File: config.mk
export PLATFORM = sky130hd
export DESIGN_NAME = trg_hit_det
export DESIGN_NICKNAME = d
export VERILOG_FILES = /design/src/rtl/trg_pkg.sv /design/src/rtl/trg_cond.sv /design/src/rtl/trg_chan.sv /design/src/rtl/trg_popcnt.sv /design/src/rtl/trg_hit_det.sv
export SDC_FILE = /design/constraint.sdc
export NUM_CORES = 2
export LEC_CHECK = 0
export BUFFER_PORTS_ARGS = -buffer_cell sky130_fd_sc_hd__buf_2
export CAP_MARGIN = 10
export CORE_AREA = 5 5 488 490
export CTS_BUF_LIST = sky130_fd_sc_hd__clkbuf_8
export DETAILED_ROUTE_END_ITERATION = 6
export DIE_AREA = 0 0 493 495
export HOLD_SLACK_MARGIN = 0.06
export PLACE_DENSITY = 0.56
export SYNTH_ARGS = -nofsm -noshare
export SYNTH_HDL_FRONTEND = slang
export SYNTH_SLANG_ARGS = --single-unit
File: constraint.sdc
create_clock -name clk -period 7.41 [get_ports clk]
set_clock_uncertainty 0.15 [all_clocks]
set_input_delay 0 -clock clk [delete_from_list [all_inputs] [get_ports clk]]
set_output_delay 0 -clock clk [all_outputs]
set_load 0.03 [all_outputs]
File: src/rtl/trg_pkg.sv
package trg_pkg;
  localparam int NCH   = 8;   // channels per group
  localparam int SW    = 10;  // sample width
  localparam int TW    = 16;  // threshold width
  localparam int DEPTH = 16;  // samples spanned by the windowed detector
  localparam int LAG   = 3;   // step detector lag in beats
  localparam int MW    = $clog2(NCH + 1);
endpackage

File: src/rtl/trg_cond.sv
module trg_cond #(
  parameter int NCH = trg_pkg::NCH,
  parameter int SW  = trg_pkg::SW
) (
  input  logic [NCH*SW-1:0] raw,
  input  logic              dis,
  input  logic              pol,
  output logic [NCH*SW-1:0] cond
);
  for (genvar c = 0; c < NCH; c++) begin : g_ch
    assign cond[c*SW +: SW] = (raw[c*SW +: SW] & ~{SW{dis}}) ^ {SW{pol}};
  end
endmodule

File: src/rtl/trg_chan.sv
module trg_chan #(
  parameter int SW    = trg_pkg::SW,
  parameter int TW    = trg_pkg::TW,
  parameter int DEPTH = trg_pkg::DEPTH,
  parameter int LAG   = trg_pkg::LAG
) (
  input  logic          clk,
  input  logic          rst_n,
  input  logic          acc,
  input  logic [SW-1:0] x,
  input  logic          alt,
  input  logic [TW-1:0] thr,
  output logic          hit
);
  localparam int HALF = DEPTH / 2;
  localparam int SUMW = SW + $clog2(HALF);
  localparam int DIFW = SUMW + 1;
  localparam int CMPW = ((TW > DIFW) ? TW : DIFW) + 1;

  // hist[0] is the previous sample, hist[DEPTH-2] the oldest kept
  logic [SW-1:0] hist [DEPTH-1];

  always_ff @(posedge clk or negedge rst_n) begin
    if (!rst_n) begin
      for (int i = 0; i < DEPTH - 1; i++) hist[i] <= '0;
    end else if (acc) begin
      hist[0] <= x;
      for (int i = 1; i < DEPTH - 1; i++) hist[i] <= hist[i-1];
    end
  end

  logic [SUMW-1:0]        sum_new, sum_old;
  logic signed [DIFW-1:0] diff, quarter;
  logic signed [SW:0]     step;
  logic signed [CMPW-1:0] thr_x, step_x, quarter_x;
  logic                   std_hit, alt_hit;

  always_comb begin
    sum_new = SUMW'(x);
    for (int i = 0; i < HALF - 1; i++) sum_new = sum_new + SUMW'(hist[i]);
    sum_old = '0;
    for (int i = HALF - 1; i < DEPTH - 1; i++) sum_old = sum_old + SUMW'(hist[i]);
    diff      = $signed({1'b0, sum_new}) - $signed({1'b0, sum_old});
    quarter   = diff >>> 2;
    step      = $signed({1'b0, x}) - $signed({1'b0, hist[LAG-1]});
    thr_x     = CMPW'($signed(thr));
    step_x    = CMPW'(step);
    quarter_x = CMPW'(quarter);
    std_hit   = (step_x >= thr_x);
    alt_hit   = thr[TW-1] ? (quarter_x <= thr_x) : (quarter_x >= thr_x);
    hit       = alt ? alt_hit : std_hit;
  end

  // eight 10-bit samples per window keep the quarter difference within +/- 2046
  a_r4_no_overflow: assert property (@(posedge clk) disable iff (!rst_n)
    (quarter_x <= CMPW'(2046)) && (quarter_x >= -CMPW'(2047)));
endmodule

File: src/rtl/trg_popcnt.sv
module trg_popcnt #(
  parameter int N  = trg_pkg::NCH,
  parameter int CW = $clog2(N + 1)
) (
  input  logic [N-1:0]  bits,
  output logic [CW-1:0] count
);
  always_comb begin
    count = '0;
    for (int i = 0; i < N; i++) count = count + CW'(bits[i]);
  end
endmodule

File: src/rtl/trg_hit_det.sv
module trg_hit_det #(
  parameter int NCH   = trg_pkg::NCH,
  parameter int SW    = trg_pkg::SW,
  parameter int TW    = trg_pkg::TW,
  parameter int DEPTH = trg_pkg::DEPTH,
  parameter int LAG   = trg_pkg::LAG,
  parameter int MW    = $clog2(NCH + 1)
) (
  input  logic              clk,
  input  logic              rst_n,
  input  logic              s_valid,
  output logic              s_ready,
  input  logic [NCH*SW-1:0] s_data,
  input  logic              cfg_alt,
  input  logic              cfg_pol,
  input  logic              cfg_dis,
  input  logic [TW-1:0]     cfg_thr,
  input  logic [NCH-1:0]    cfg_mask,
  output logic              hit_vld,
  output logic [NCH-1:0]    hits,
  output logic              any_hit,
  output logic              mult_vld,
  output logic [MW-1:0]     mult
);
  localparam int CNTW = $clog2(DEPTH + 1);

  logic              acc;
  logic [NCH*SW-1:0] cond;
  logic [NCH-1:0]    raw_hit, gated;
  logic [CNTW-1:0]   seen;
  logic              primed;
  logic [MW-1:0]     pop;

  assign s_ready = 1'b1;
  assign acc     = s_valid & s_ready;

  trg_cond #(.NCH(NCH), .SW(SW)) u_cond (
    .raw(s_data), .dis(cfg_dis), .pol(cfg_pol), .cond(cond)
  );

  for (genvar c = 0; c < NCH; c++) begin : g_ch
    trg_chan #(.SW(SW), .TW(TW), .DEPTH(DEPTH), .LAG(LAG)) u_chan (
      .clk(clk), .rst_n(rst_n), .acc(acc), .x(cond[c*SW +: SW]),
      .alt(cfg_alt), .thr(cfg_thr), .hit(raw_hit[c])
    );
  end

  // warm-up: beats taken since reset, saturating at DEPTH
  always_ff @(posedge clk or negedge rst_n) begin
    if (!rst_n)                      seen <= '0;
    else if (acc && seen != DEPTH[CNTW-1:0]) seen <= seen + 1'b1;
  end
  assign primed = (seen >= CNTW'(DEPTH - 1));
  assign gated  = raw_hit & cfg_mask & {NCH{primed}};

  always_ff @(posedge clk or negedge rst_n) begin
    if (!rst_n) begin
      hit_vld <= 1'b0;
      hits    <= '0;
      any_hit <= 1'b0;
    end else begin
      hit_vld <= acc;
      hits    <= acc ? gated : '0;
      any_hit <= acc && (gated != '0);
    end
  end

  trg_popcnt #(.N(NCH), .CW(MW)) u_pop (.bits(hits), .count(pop));

  always_ff @(posedge clk or negedge rst_n) begin
    if (!rst_n) begin
      mult_vld <= 1'b0;
      mult     <= '0;
    end else begin
      mult_vld <= hit_vld;
      mult     <= hit_vld ? pop : '0;
    end
  end

  a_r2_beat_to_result: assert property (@(posedge clk) disable iff (!rst_n)
    s_valid |=> hit_vld);
  a_r2_idle_no_result: assert property (@(posedge clk) disable iff (!rst_n)
    !s_valid |=> !hit_vld);
  a_r7_mask_respected: assert property (@(posedge clk) disable iff (!rst_n)
    s_valid |=> (hits & ~$past(cfg_mask)) == '0);
  a_r7_grand_or: assert property (@(posedge clk) disable iff (!rst_n)
    hit_vld |-> (any_hit == (hits != '0)));
  a_r8_mult_follows: assert property (@(posedge clk) disable iff (!rst_n)
    hit_vld |=> mult_vld && (mult == MW'($countones($past(hits)))));
  a_r8_mult_range: assert property (@(posedge clk) disable iff (!rst_n)
    mult <= MW'(NCH));
  a_r6_quiet_warmup: assert property (@(posedge clk) disable iff (!rst_n)
    any_hit |-> $past(seen) >= CNTW'(DEPTH - 1));
endmodule

==> summary.md <==
| Metric | Value |
|---|---|
| Status | finished with violations |
| Failing checks | negative setup slack |
| CTS Buf Count | 227 |
| Vias in the first global route | 71500 |
| Worst Hold Class | input pin to flip-flop |
| Synth warn | 0 |
| Post-DP HPWL | 164000 um |
| Initial drt markers | 3286 |
| Initial antenna violation count | 23 |
| CP endpoint kind | flip-flop |
| Post-synthesis sequential area ratio | 0.329 |
| Largest cells by area after synthesis | dfrtp_1, fa_1, ha_1, mux2_2, inv_1 |
| Share of the synthesized area in the top cell type | 0.329 |
| First drt pass iteration count | 6 |
| Net Count, Synth | 10900 |
| Final Wtd Congestion | 0.841 |
| Die Ht | 495 um |
| Final Max Slew Viols | 0 |
| Slowest stage delay, CP | ~0.52 ns |
| Largest net degree at the start of global routing | 224 |
| Max Clk Rate | about 120 MHz |
| Final Hold Viols | 0 |
| Worst skew pair latency | 1.01 ns |
| Slowest stage cell, crit path | fa_1 |
| Initial Util | 0.397 |
| DIE AREA | 244000 um^2 |
| Die Wd | between 400 and 500 um |
| Post-Syn Area | 92800 um^2 |
| Worst EP arrival | about 9.1 ns |
| I/O pins | 126 |
| Kind of critical path | flip-flop to flip-flop |
| Unique cell type count in the Yosys netlist | 78 |
| Top-count cell post-synth | inv_1 |
| Layout cells sized above 1 | 0.269 |
| Slew HR | 0.0646 |
| Tmin final | 8.44 ns |
| Total track usage | 0.186 |
| Clk buf depth | 3 |
| Root Buffer | clkbuf_8 |
| Max H-tree Level | 4 |
| Worst slew pin tran | 1.40 ns |
| Port bufs | 124 |
| Total congestion overflow | 0 |
| DR vias | 66500 |
| CP dominant cell by count | fa_1 |
| Final worst setup slack | -1.03 ns |
| Post-layout util | 0.497 |
| CTS sink cnt | 1220 |
| CP Max Fanout | 5 |
| Leading area contributor after synthesis | dfrtp_1 |
| WL final | 224000 um |
| Crit path launch type | flip-flop |
| Nets | 12400 |
| DRC | 0 |
| Synthesized instance count | ~9100 |
| Clock transition at the registers of the reported paths | 0.06 ns |
| Endpoints failing setup | 9 |
| EDFF count, synth | 0 |
| Ys async rst share | 1.00 |
| Setup WS pre-CTS | -2.06 ns |
| Max-cap violations | 0 |
| Yosys reg bits | 1220 |
| Wire per inst | ~16 um |
| Area of the core | 234000 um^2 |
| Synthesis-to-layout area growth | 25.0% |
| # rows | 178 |
| RSZ-0062 raised after global routing | true |
| Ys flop type | dfrtp_1 |
| Critical Path RT | 8.08 ns |
| Commonest cells in the netlist | inv_1, dfrtp_1, ha_1, fa_1, mux2_2 |
| Synthesized area per cell | 10.2 um^2 |
| Post-route ant nets | 0 |
| Ratio of final minimum period to clock period | 1.14 |
| Final hold slack | 0.184 ns |
| Vias per Instance | roughly 4.8 |
| CTS tree | yes |
| First-pass GRT wire length | approximately 370000 um |
==> metrics by stage <==
stage	instance area, um^2	setup TNS, ns	instances
5_1_grt	116000	-8.91	13900
3_3_place_gp	106000	-10.92	13200
4_1_cts	114000	-5.96	13800
6_report	116000	-6.06	13900
2_1_floorplan	93800	-0.0588	9098
3_5_place_dp	106000	-11.64	13200
==> what timing repair did <==
action	in CTS	in global routing
pin swaps	134	292
endpoints found under the setup margin	9	9
hold buffers	195	0
endpoints found under the hold margin	1264	0
setup buffers	21	47
gates resized for setup	206	301
==> path summary, 6_finish.rpt <==
check / start / end / slack (ns) / cells past startpoint
setup / recovery: g_ch[5].u_chan.hist[71]$_DFFE_PN0P_ / any_hit$_DFF_PN0_ / -1.03 / 38
hold / removal: s_data[52] / g_ch[5].u_chan.hist[142]$_DFFE_PN0P_ / 0.18 / 8
setup reg to reg: g_ch[5].u_chan.hist[71]$_DFFE_PN0P_ / any_hit$_DFF_PN0_ / -1.03 / 38
hold reg to reg: hit_vld$_DFF_PN0_ / mult_vld$_DFF_PN0_ / 0.31 / 0
max in group asynchronous: rst_n / g_ch[6].u_chan.hist[100]$_DFFE_PN0P_ / 4.53 / 7
min in group asynchronous: rst_n / g_ch[1].u_chan.hist[137]$_DFFE_PN0P_ / 0.63 / 5
==> critical path, delay by kind of cell (launching register included) <==
| family | cells | cell delay (ns) |
|---|---|---|
| AO/OA/AOI/OAI | 13 | 1.80 |
| buffers and inverters | 7 | 0.89 |
| AND/OR/NAND/NOR | 10 | 1.96 |
| flip-flops | 1 | 0.40 |
| adder cells (fa/ha/maj) | 8 | 3.04 |
==> layer usage <==
| metal | track usage | part of all wire | vias to the layer above | routed length (um) |
|---|---|---|---|---|
| met5 | 0 | 0.00032 | - | 71 |
| met4 | 0.0563 | 0.032 | 12 | 7100 |
| met3 | 0.0247 | 0.033 | 358 | 7290 |
| met2 | 0.326 | 0.50 | 798 | 111000 |
| met1 | 0.241 | 0.44 | 32700 | 98400 |
| li1 | - | - | 32600 | - |
==> cells by family after synthesis <==
group | count (synthesis) | synth area share
multiplexers | 716 | 0.0868
other | 1 | 0.0000404
AO/OA/AOI/OAI | 1363 | 0.0871
buffers and inverters | 1920 | 0.0787
flip-flops | 1220 | 0.329
AND/OR/NAND/NOR | 1795 | 0.0901
adder cells (fa/ha/maj) | 1666 | 0.289
XOR/XNOR | 417 | 0.0394
==> cells in the final DEF (no fill, tap or decap), drive strengths merged, types with 13 or more instances in the layout <==
cell type and n:
nor2b 111, or2 20, a31oi 33, o211ai 35, o21ai 617, nand2b 133, nor4 23, o21a 21
a211oi 31, fa 796, ha 870, nor2 491, bufinv 13, or3 30, a21oi 301, dlygate4sd3 194
nand3 106, inv 1780, clkinv 33, clkbuf 295, buf 1297, xnor2 320, dfrtp 1220, nand2 618
a2111oi 15, nor3 104, and3 42, nand4 42, a21o 79, xor2 97, mux2 706, o21bai 62
o311ai 16, nor4b 24, a311oi 14, and2 13, a21boi 80
==> registers in the layout (all words and copies together), names as in the netlist <==
name,flops
hit_vld,1
mult,4
g_ch.u_chan.hist,1200
seen,5
hits,8
mult_vld,1
any_hit,1
==> area by class of cell <==
type	instances	area, um^2
Fill cell	21200	118000
Clock inverter	118	951
Antenna cell	10	25.0
Clock buffer	295	4060
Inverter	1709	6420
Tap cell	3060	3830
Sequential cell	1220	30500
Multi-Input combinational cell	5958	58400
Timing Repair Buffer	1491	11800
Power is not shown: default switching activity piles up to over one toggle a cycle in this logic, so the estimate is an artifact.
